### src/rtl/vml_pkg.sv
package vml_pkg;

  // Divider for a mode code; codes without their own entry use the slowest rate.
  function automatic int unsigned div_for_mode(input int unsigned mode);
    case (mode)
      1:       return 2;
      2:       return 1;
      default: return 4;
    endcase
  endfunction

endpackage

### src/rtl/vml_hsync_timer.sv
module vml_hsync_timer #(
  parameter int unsigned LATCH_AT = 4
) (
  input  logic clk_i,
  input  logic rst_ni,
  input  logic hsync_i,
  output logic latch_o
);
  localparam int unsigned CNT_W = $clog2(LATCH_AT + 1);
  localparam logic [CNT_W-1:0] SAT_VAL  = CNT_W'(LATCH_AT);
  localparam logic [CNT_W-1:0] PRE_LAST = CNT_W'(LATCH_AT - 1);

  logic [CNT_W-1:0] run_q;

  // Counts consecutive high samples and holds at SAT_VAL.
  always_ff @(posedge clk_i) begin
    if (!rst_ni)           run_q <= '0;
    else if (!hsync_i)     run_q <= '0;
    else if (run_q != SAT_VAL) run_q <= run_q + 1'b1;
  end

  // The current edge is the LATCH_AT-th consecutive high sample.
  assign latch_o = hsync_i && (run_q == PRE_LAST);

endmodule

### src/rtl/vml_mode_regs.sv
module vml_mode_regs #(
  parameter int unsigned MODE_W = 2
) (
  input  logic              clk_i,
  input  logic              rst_ni,
  input  logic              latch_i,
  input  logic              wr_i,
  input  logic [MODE_W-1:0] wdata_i,
  output logic [MODE_W-1:0] mode_o,
  output logic              load_o,
  output logic              chg_o
);
  logic [MODE_W-1:0] pend_q, act_q;
  logic              chg_q;

  // Load only when a latch point is reached and the value actually differs.
  assign load_o = latch_i && (pend_q != act_q);

  always_ff @(posedge clk_i) begin
    if (!rst_ni) begin
      pend_q <= '0;
      act_q  <= '0;
      chg_q  <= 1'b0;
    end else begin
      if (wr_i)   pend_q <= wdata_i;
      if (load_o) act_q  <= pend_q;
      chg_q <= load_o;
    end
  end

  assign mode_o = act_q;
  assign chg_o  = chg_q;

endmodule

### src/rtl/vml_div_enc.sv
module vml_div_enc #(
  parameter int unsigned MODE_W = 2,
  parameter int unsigned DIV_W  = 3
) (
  input  logic              clk_i,
  input  logic              rst_ni,
  input  logic              load_i,
  input  logic [MODE_W-1:0] next_mode_i,
  output logic [DIV_W-1:0]  div_o
);
  localparam int unsigned N_MODES = 1 << MODE_W;
  localparam logic [DIV_W-1:0] RST_DIV = DIV_W'(vml_pkg::div_for_mode(0));

  logic [DIV_W-1:0] div_tab [N_MODES];
  logic [DIV_W-1:0] div_q;

  for (genvar g = 0; g < N_MODES; g++) begin : g_tab
    assign div_tab[g] = DIV_W'(vml_pkg::div_for_mode(g));
  end

  // Registered together with the active mode so both move on the same edge.
  always_ff @(posedge clk_i) begin
    if (!rst_ni)     div_q <= RST_DIV;
    else if (load_i) div_q <= div_tab[next_mode_i];
  end

  assign div_o = div_q;

endmodule

### src/rtl/vid_mode_latch.sv
module vid_mode_latch #(
  parameter int unsigned MODE_W   = 2,
  parameter int unsigned DIV_W    = 3,
  parameter int unsigned LATCH_AT = 4
) (
  input  logic              clk_i,
  input  logic              rst_ni,
  input  logic              hsync_i,
  input  logic              mode_wr_i,
  input  logic [MODE_W-1:0] mode_wdata_i,
  output logic [MODE_W-1:0] mode_o,
  output logic [DIV_W-1:0]  pix_div_o,
  output logic              mode_chg_o
);
  logic              latch;
  logic              load;
  logic [MODE_W-1:0] pend_view;

  vml_hsync_timer #(.LATCH_AT(LATCH_AT)) u_timer (
    .clk_i   (clk_i),
    .rst_ni  (rst_ni),
    .hsync_i (hsync_i),
    .latch_o (latch)
  );

  vml_mode_regs #(.MODE_W(MODE_W)) u_regs (
    .clk_i   (clk_i),
    .rst_ni  (rst_ni),
    .latch_i (latch),
    .wr_i    (mode_wr_i),
    .wdata_i (mode_wdata_i),
    .mode_o  (mode_o),
    .load_o  (load),
    .chg_o   (mode_chg_o)
  );

  // Pending value mirrored to the encoder so the divider loads with the mode.
  logic [MODE_W-1:0] pend_shadow_q;
  always_ff @(posedge clk_i) begin
    if (!rst_ni)        pend_shadow_q <= '0;
    else if (mode_wr_i) pend_shadow_q <= mode_wdata_i;
  end
  assign pend_view = pend_shadow_q;

  vml_div_enc #(.MODE_W(MODE_W), .DIV_W(DIV_W)) u_div (
    .clk_i       (clk_i),
    .rst_ni      (rst_ni),
    .load_i      (load),
    .next_mode_i (pend_view),
    .div_o       (pix_div_o)
  );

endmodule

### config.mk
export PLATFORM = sky130hd
export DESIGN_NAME = vid_mode_latch
export DESIGN_NICKNAME = d
export VERILOG_FILES = /design/src/rtl/vml_pkg.sv /design/src/rtl/vml_hsync_timer.sv /design/src/rtl/vml_mode_regs.sv /design/src/rtl/vml_div_enc.sv /design/src/rtl/vid_mode_latch.sv
export SDC_FILE = /design/constraint.sdc
export NUM_CORES = 1
export LEC_CHECK = 0
export ABC_AREA = 1
export BUFFER_PORTS_ARGS = -buffer_cell sky130_fd_sc_hd__buf_2
export CAP_MARGIN = 0
export CORE_MARGIN = 5
export CORE_UTILIZATION = 30
export CTS_CLUSTER_SIZE = 24
export DETAILED_ROUTE_END_ITERATION = 7
export GPL_ROUTABILITY_DRIVEN = 0
export SLEW_MARGIN = 10
export SYNTH_ARGS = -nofsm -noshare
export SYNTH_HDL_FRONTEND = slang
export SYNTH_SLANG_ARGS = --single-unit
export TNS_END_PERCENT = 20
### constraint.sdc
create_clock -name clk_i -period 1.45 [get_ports clk_i]
set_input_delay 0.3625 -clock clk_i [delete_from_list [all_inputs] [get_ports clk_i]]
set_output_delay 0.3625 -clock clk_i [all_outputs]
set_load 0.01 [all_outputs]
==> results of run 1 <==
==> layout make-up <==
class                   instances  area, um^2  share of cell area
clock buffers                   4        26.3              0.0428
inverters                      13        51.3              0.0835
multi-input cells              42         240               0.391
flip-flops and latches         11         220               0.358
well taps                      17        21.3              0.0346
repair buffers                 11        55.1              0.0896
==> state kept, by name, summed over array words and instances (netlist names) <==
signal	cells
u_regs.mode_o	2
u_timer.run_q	3
u_div.div_o	3
u_regs.pend_q	2
u_regs.chg_o	1
==> power groups by stage <==
stage | Sequential (W) | Clock, W | Combinational (W)
after detailed placement | 0.000323 | 0 | 0.0000551
final | 0.000316 | 0.000200 | 0.0000545
after global routing | 0.000317 | 0.000226 | 0.0000643
after global placement | 0.000323 | 0 | 0.0000540
after CTS | 0.000316 | 0.000210 | 0.0000552
after floorplan | 0.000322 | 0 | 0.0000416
==> cell families (layout without fill, tap and decap cells) <==
family	count (synthesis)	in the layout	share of synthesized area
flops	11	11	0.424
compound gates	13	13	0.130
fa+ha+maj	5	5	0.120
simple gates	24	24	0.212
buf+inv	14	28	0.113
==> cells in the final DEF (no fill, tap or decap), types with 3 or more instances in the layout <==
| master | instances |
|---|---|
| nand2_1 | 12 |
| buf_2 | 11 |
| dfxtp_1 | 11 |
| inv_1 | 10 |
| a21oi_1 | 8 |
| ha_1 | 5 |
| o21ai_0 | 4 |
| nand3_1 | 4 |
| nor2_1 | 4 |
| nand2_2 | 3 |
| clkbuf_4 | 3 |
==> stage by stage <==
stage	cells	total power, W
after detailed placement	94	0.000378
final	98	0.000570
after CTS	98	0.000581
after global routing	98	0.000608
after global placement	94	0.000377
after floorplan	67	0.000364
==> layer usage <==
layer  global-route usage  routed length, um
met5                    0                  0
met4               0.0393                 19
met3               0.0372                 71
met2                0.108                346
met1               0.0768                397
==> how the worst min path moves through the flow <==
stage,slack [ps],depth (start not counted),endpoint
after floorplan,460,2,u_timer.run_q[0]
after global placement,440,2,u_div.div_o[2]
after detailed placement,450,2,u_div.div_o[2]
after CTS,360,2,u_div.div_o[2]
after global routing,370,2,u_div.div_o[2]
final,360,2,u_div.div_o[2]
==> flow_summary.toml, run 1 <==
[critical_path]
crit_chain = "ha_1 -> ha_1 -> nand2_1 -> inv_4 -> o21ai_0 -> a21oi_1"
crit_type = "flip-flop to flip-flop"
slowest_delay_ps = 320
end_kind = "flip-flop"
arrival_ps = 1310
cpMostUsedCell = "ha_1"
critPathCapture = "u_regs.mode_o[1]"
critPathMaxFanout = 10
critPathBufInv = 1
cpMaxStageDelayCell = "dfxtp_1"
ff2ff_setup_slack_ps = 290
reg2reg_from = "u_timer.run_q[0]"
cp-start-kind = "flip-flop"
path_delay_family = "adder cells"
reg2reg_depth = 6
critPathLaunch = "u_timer.run_q[0]"
r2r-end = "u_regs.mode_o[1]"
crit_required_ps = 1600
cp.depth = 6

[sta]
worst_slew_margin_rel = 0.882
tightestPinTransition_ps = 176
rsz0062_at_grt = "false"
min_period_ps = 1160
setup_viol = 0
setup_tns_ps = 0
finalWorstSetupSlack_ps = 291
skew_ps = 5.03
finalMaxSlewViolations = 0
fmax_mhz = 863
timing.hold.ws_ps = 365
hold_viol_final = 0
finalCritPeriodShare = 0.799

[floorplan]
initial_core_util = 0.307
core_area_um2 = 1690
die-area_um2 = 2660
die_width_um = 51.6
io_pins = 12
dieHeight_um = 51.6
placementRows = 15

[finish]
fin_area_um2 = 614
syn2layout_area_growth_pct = 18.3
diodes = 0
final_core_utilization = 0.364
nFillCells = 178
nNetsFinal = 93
drive_above_1_share = 0.259

[grt]
grt-ovfl-total = 0
antenna_found_initial = 0
grt_pass1_wl_um = 1370
track_usage = 0.0703
grt_max_degree = 11
first_global_vias = 356

[clock_network]
ctsResizeCount = 0
clock_latency_ps = 260
cts-root-buf = "clkbuf_4"
clockBufferDepth = 2
cts_tree = "yes"
cts_sinks = 11
ctsHoldBuffers = 0
post-cts-setup-buffers = 0
cts_buffers = 3
path_clk_slew_ps = 70
cts_htree_levels = 1

[synth]
syn-num-nets = 78
synthArstFlopShare = 0
synth_top_area_frac = 0.424
syn_inst = 67
yosysWarningCount = 0
post_synth_num_cell_types = 14
yosysMostFrequentCell = "nand2_1"
yosys-top-cells-count = "nand2_1 (12), dfxtp_1 (11), inv_1 (10)"
ys_seq_area_frac = 0.424
ys_ff_latch = 11
synth_edf_count = 0
synth-main-ff-cell = "dfxtp_1"
synth_area_um2 = 519
synth_area_per_cell_um2 = 7.75
synth_area_leader_cell = "dfxtp_1"
netlist_top_cells_area = "dfxtp_1 (42%), ha_1 (12%), nand2_1 (8.7%)"

[pwr]
switching_power_w = 0.000133
cell_internal_pwr_w = 0.000438
power_density_nw_per_um2 = 929
seq_power_share = 0.554
leakage_nw = 0.305
clkPwrFrac = 0.351
switching_share = 0.233
power_frac_comb = 0.096
peakVddDrop_mv = 0.587

[drt]
dr_total_vias = 423
routed_wl_um = 835
wire_per_inst_um = 8.52
drt_iter0_drc = 6
drc = 0
firstDrtPassIters = 2
antenna_left = 0
vias_per_cell = 4.32

[place]
place_ws_ps = 287
place_area_um2 = 588
io_buffers = 11
dpl.hpwl_um = 667

[min_path]
min-delay-start = "rst_ni"
min_path_type = "primary input to flip-flop"

[status]
status = "finished, final reports clean"

[job]
maxCapViolations = 0
(Power assumes the default switching activity.)
==> run 2: changes to the inputs <==
clock period = 1.05 ns   (was 1.45 ns; I/O delays follow)
==> run 2 against run 1 <==
- the flow now finishes with violations (setup timing)
- register-to-register slack lost 300 ps
- sequential power grew 39%
- clock power grew 39%
- fmax grew 9.6%
- first-iteration DRC count grew 17%
- core utilization grew 4.4 points
- critical path type unchanged
==> flow_summary.toml, run 2 (synthesis results as in run 1) <==
[pwr]
seq_power_share = 0.544
total_power_w = 0.000805
power_frac_comb = 0.109
leakage_nw = 0.319
switching_share = 0.244
clkPwrFrac = 0.347
power_density_nw_per_um2 = 1170
switching_power_w = 0.000196
peakVddDrop_mv = 0.444
cell_internal_pwr_w = 0.000608

[critical_path]
path_delay_family = "flip-flops"
slowest_delay_ps = 360
crit_type = "flip-flop to flip-flop"
critPathMaxFanout = 10
crit_chain = "ha_4 -> ha_4 -> nand2_4 -> inv_8 -> o21ai_1 -> a21oi_1"
arrival_ps = 1210
cpMostUsedCell = "ha_4"
critPathBufInv = 1
cp-start-kind = "flip-flop"
crit_required_ps = 1200
end_kind = "flip-flop"
cpMaxStageDelayCell = "dfxtp_4"

[grt]
grt_max_degree = 11
grt-ovfl-total = 0
antenna_found_initial = 0
track_usage = 0.0787
first_global_vias = 368
grt_pass1_wl_um = 1520

[sta]
finalCritPeriodShare = 1.01
finalMaxSlewViolations = 0
setup_tns_ps = -12.7
tightestPinTransition_ps = 186
fmax_mhz = 946
timing.hold.ws_ps = 275
finalWorstSetupSlack_ps = -7.42
min_period_ps = 1060
worst_slew_margin_rel = 0.876
skew_ps = 0.402
setup_viol = 2
hold_viol_final = 0
rsz0062_at_grt = "true"

[finish]
nFillCells = 179
nNetsFinal = 93
layout.cells.non_filler = 98
drive_above_1_share = 0.457
syn2layout_area_growth_pct = 32.8
final_common_cell = "buf_2"
layout_common_cells = "buf_2 (10), nand2_1 (9), inv_1 (8)"
diodes = 0

[floorplan]
io_pins = 12
die_width_um = 51.6
initial_core_util = 0.307
die-area_um2 = 2660
core_area_um2 = 1690
dieHeight_um = 51.6
placementRows = 15

[place]
dpl.hpwl_um = 699
io_buffers = 11
place_inst = 94

[drt]
drt_iter0_drc = 7
dr_total_vias = 435
firstDrtPassIters = 2
wire_per_inst_um = 9.47
routed_wl_um = 928
drc = 0
vias_per_cell = 4.44
antenna_left = 0

[clock_network]
cts_tree = "yes"
post-cts-setup-buffers = 0
cts_sinks = 11
clockBufferDepth = 2
path_clk_slew_ps = 70
ctsHoldBuffers = 0
clock_latency_ps = 260
cts-root-buf = "clkbuf_4"
cts_htree_levels = 1
cts_buffers = 3

[status]
status = "finished, violations left"
violations = "setup timing"

[job]
maxCapViolations = 0

[min_path]
min_path_type = "primary input to flip-flop"
-- run 2: cell counts in the layout (fill, tap and decap cells not counted) --
No cell type changed its count.
-- run 2: path summary, 6_finish.rpt --
path / startpoint / to / slack [ps] / cells past startpoint
setup / recovery: u_timer.run_q[0] / u_regs.mode_o[0] / -7 / 6
hold reg to reg: u_div.div_o[2] / u_div.div_o[2] / 460 / 2
hold / removal: mode_wdata_i[0] / u_regs.pend_q[0] / 280 / 3
setup reg to reg: u_timer.run_q[0] / u_regs.mode_o[0] / -7 / 6
-- run 2: repair_timing --
action	CTS	global route
setup endpoints to repair	8	8
pin swaps	1	1
resized for setup	8	8
-- run 2: worst register-to-register path, cell delays in order (launching register included) --
cell	delay [ps]
dfxtp_4	360
ha_4	160
ha_4	150
nand2_4	70
inv_8	50
o21ai_1	110
a21oi_1	50
-- run 2: final cells by class --
| type | instances | area, um^2 | area share |
|---|---|---|---|
| clock buffers | 4 | 26.3 | 0.0381 |
| inverters | 13 | 56.3 | 0.0817 |
| multi-input cells | 42 | 297 | 0.430 |
| flip-flops and latches | 11 | 228 | 0.330 |
| well taps | 17 | 21.3 | 0.0309 |
| repair buffers | 11 | 61.3 | 0.0889 |
-- run 2: per-layer routing --
layer	share of wire	vias up	track usage	wire, um
met3	0.037	2	0.0201	34
met4	0.025	0	0.0786	23
met5	0	-	0	0
met2	0.47	7	0.119	432
li1	-	236	-	-
met1	0.47	190	0.0874	438
-- run 2: power groups by stage --
stage	combinational (W)	clock (W)	sequential [W]
4_1_cts	0.0000838	0.000295	0.000439
2_1_floorplan	0.0000609	0	0.000445
5_1_grt	0.000102	0.000308	0.000439
3_5_place_dp	0.0000803	0	0.000446
6_report	0.0000876	0.000279	0.000438
3_3_place_gp	0.0000794	0	0.000446
-- run 2: per-stage QoR --
stage / util / setup slack, ps / area (um^2)
2_1_floorplan: - / 0.0675 / 538
3_3_place_gp: 0.359 / -44.8 / 607
3_5_place_dp: 0.359 / -58.1 / 607
4_1_cts: 0.396 / -11.4 / 669
5_1_grt: 0.408 / -45.6 / 689
6_report: 0.408 / -7.42 / 689
==> run 3: changes to the inputs <==
REMOVE_ABC_BUFFERS = 1   (was not set)
==> run 3 against run 2 <==
- the run still ends with setup timing left
- wire length increased by 11%
- design area up 4.2%
- critical path depth stayed put
- cell count increased by 2.0%
- die area unchanged
- non-clock buffer count up 1
- flip-flop and latch count unchanged
- fmax shrank 3.2%
- largest cell class unchanged
- largest power group unchanged
==> flow_summary.toml, run 3 (synthesis results as in run 1) <==
[status]
status = "finished, violations left"
violations = "setup timing"

[clock_network]
cts_tree = "yes"
clock_latency_ps = 270
cts_sinks = 11
cts_buffers = 3
ctsHoldBuffers = 0
path_clk_slew_ps = 70
cts-root-buf = "clkbuf_4"
post-cts-setup-buffers = 0
cts_htree_levels = 1
clockBufferDepth = 2

[place]
place_area_um2 = 596
dpl.hpwl_um = 720
place_inst = 95
io_buffers = 11

[sta]
finalWorstSetupSlack_ps = -42.6
worst_slew_margin_rel = 0.904
fmax_mhz = 915
tightestPinTransition_ps = 142
skew_ps = 10.3
rsz0062_at_grt = "true"
finalMaxSlewViolations = 0
finalCritPeriodShare = 1.04
setup_viol = 6
setup_tns_ps = -163
hold_viol_final = 0
min_period_ps = 1090

[drt]
routed_wl_um = 1030
dr_total_vias = 450
antenna_left = 0
wire_per_inst_um = 10.3
vias_per_cell = 4.50
drc = 0
drt_iter0_drc = 0
firstDrtPassIters = 1

[finish]
layout_common_cells = "nand2_1 (10), buf_2 (10), inv_1 (8)"
drive_above_1_share = 0.482
syn2layout_area_growth_pct = 38.3
diodes = 0
layout.cells.non_filler = 100
nNetsFinal = 95
final_core_utilization = 0.425
fin_area_um2 = 718

[min_path]
whs_endpoint = "u_div.div_o[2]"
min_path_type = "primary input to flip-flop"
min-delay-start = "rst_ni"
whs_path_depth = 2

[critical_path]
reg2reg_from = "u_timer.run_q[0]"
crit_chain = "ha_4 -> ha_4 -> nand2_4 -> clkinv_4 -> o21ai_1 -> a21oi_1"
crit_required_ps = 1200
ff2ff_setup_slack_ps = -40
cpMaxStageDelayCell = "dfxtp_2"
r2r-end = "u_regs.mode_o[1]"
critPathMaxFanout = 5
path_delay_family = "flip-flops"
slowest_delay_ps = 340
cp.depth = 6
cpMostUsedCell = "ha_4"
critPathBufInv = 1
critPathLaunch = "u_timer.run_q[0]"
reg2reg_depth = 6
crit_type = "flip-flop to flip-flop"
end_kind = "flip-flop"
arrival_ps = 1240
cp-start-kind = "flip-flop"

[grt]
grt-ovfl-total = 0
grt_max_degree = 11
track_usage = 0.0776
grt_pass1_wl_um = 1460
antenna_found_initial = 0
first_global_vias = 368

[pwr]
leakage_nw = 0.331
power_density_nw_per_um2 = 1140
total_power_w = 0.000822
peakVddDrop_mv = 0.600

[floorplan]
dieHeight_um = 51.6
die_width_um = 51.6
die-area_um2 = 2660
initial_core_util = 0.307
core_area_um2 = 1690
io_pins = 12
placementRows = 15

[job]
maxCapViolations = 0
## run 3: power by group
group	internal [W]	switching [W]	total [W]
Sequential	0.000429	0.0000111	0.000440
Combinational	0.0000418	0.0000592	0.000101
Clock	0.000147	0.000134	0.000281
## run 3: repair_timing
action / in CTS / in global routing
gates cloned: 0 / 1
setup endpoints to repair: 9 / 10
gates resized for setup: 14 / 13
pin swaps: 3 / 8
## run 3: worst max path at each step
stage	to	slack (ps)
global route	u_div.div_o[0]	-100
global placement	u_regs.mode_o[1]	-80
CTS	u_div.div_o[2]	-40
floorplan	u_regs.mode_o[0]	-60
finish	u_regs.mode_o[1]	-40
detailed placement	u_regs.mode_o[1]	-100
## run 3: layout make-up
class | count | area [um^2]
fill | 172 | 971
clock buffer | 4 | 26.3
sequential | 11 | 225
multi-input combinational | 42 | 312
inverter | 13 | 56.3
timing repair buffer | 12 | 72.6
timing repair inverter | 1 | 5.00
tap | 17 | 21.3
## run 3: through the flow
step | hold WS, ps | setup WS [ps]
floorplan | 347 | -55.2
global placement | 440 | -75.3
detailed placement | 439 | -101
CTS | 253 | -41.0
global route | 253 | -101
finish | 260 | -42.6
## run 3: worst reg2reg max path: stages, from the launching register on
cell and delay [ps]:
dfxtp_2 340, ha_4 160, ha_4 160, nand2_4 80, clkinv_4 70, o21ai_1 110
a21oi_1 50
## run 3: layer usage
metal | share of wire | vias up | wire, um | track usage
met2 | 0.50 | 8 | 513 | 0.125
met1 | 0.45 | 196 | 469 | 0.0754
met5 | 0 | - | 0 | 0
li1 | - | 244 | - | -
met3 | 0.032 | 2 | 33 | 0.0430
met4 | 0.016 | 0 | 17 | 0.0524
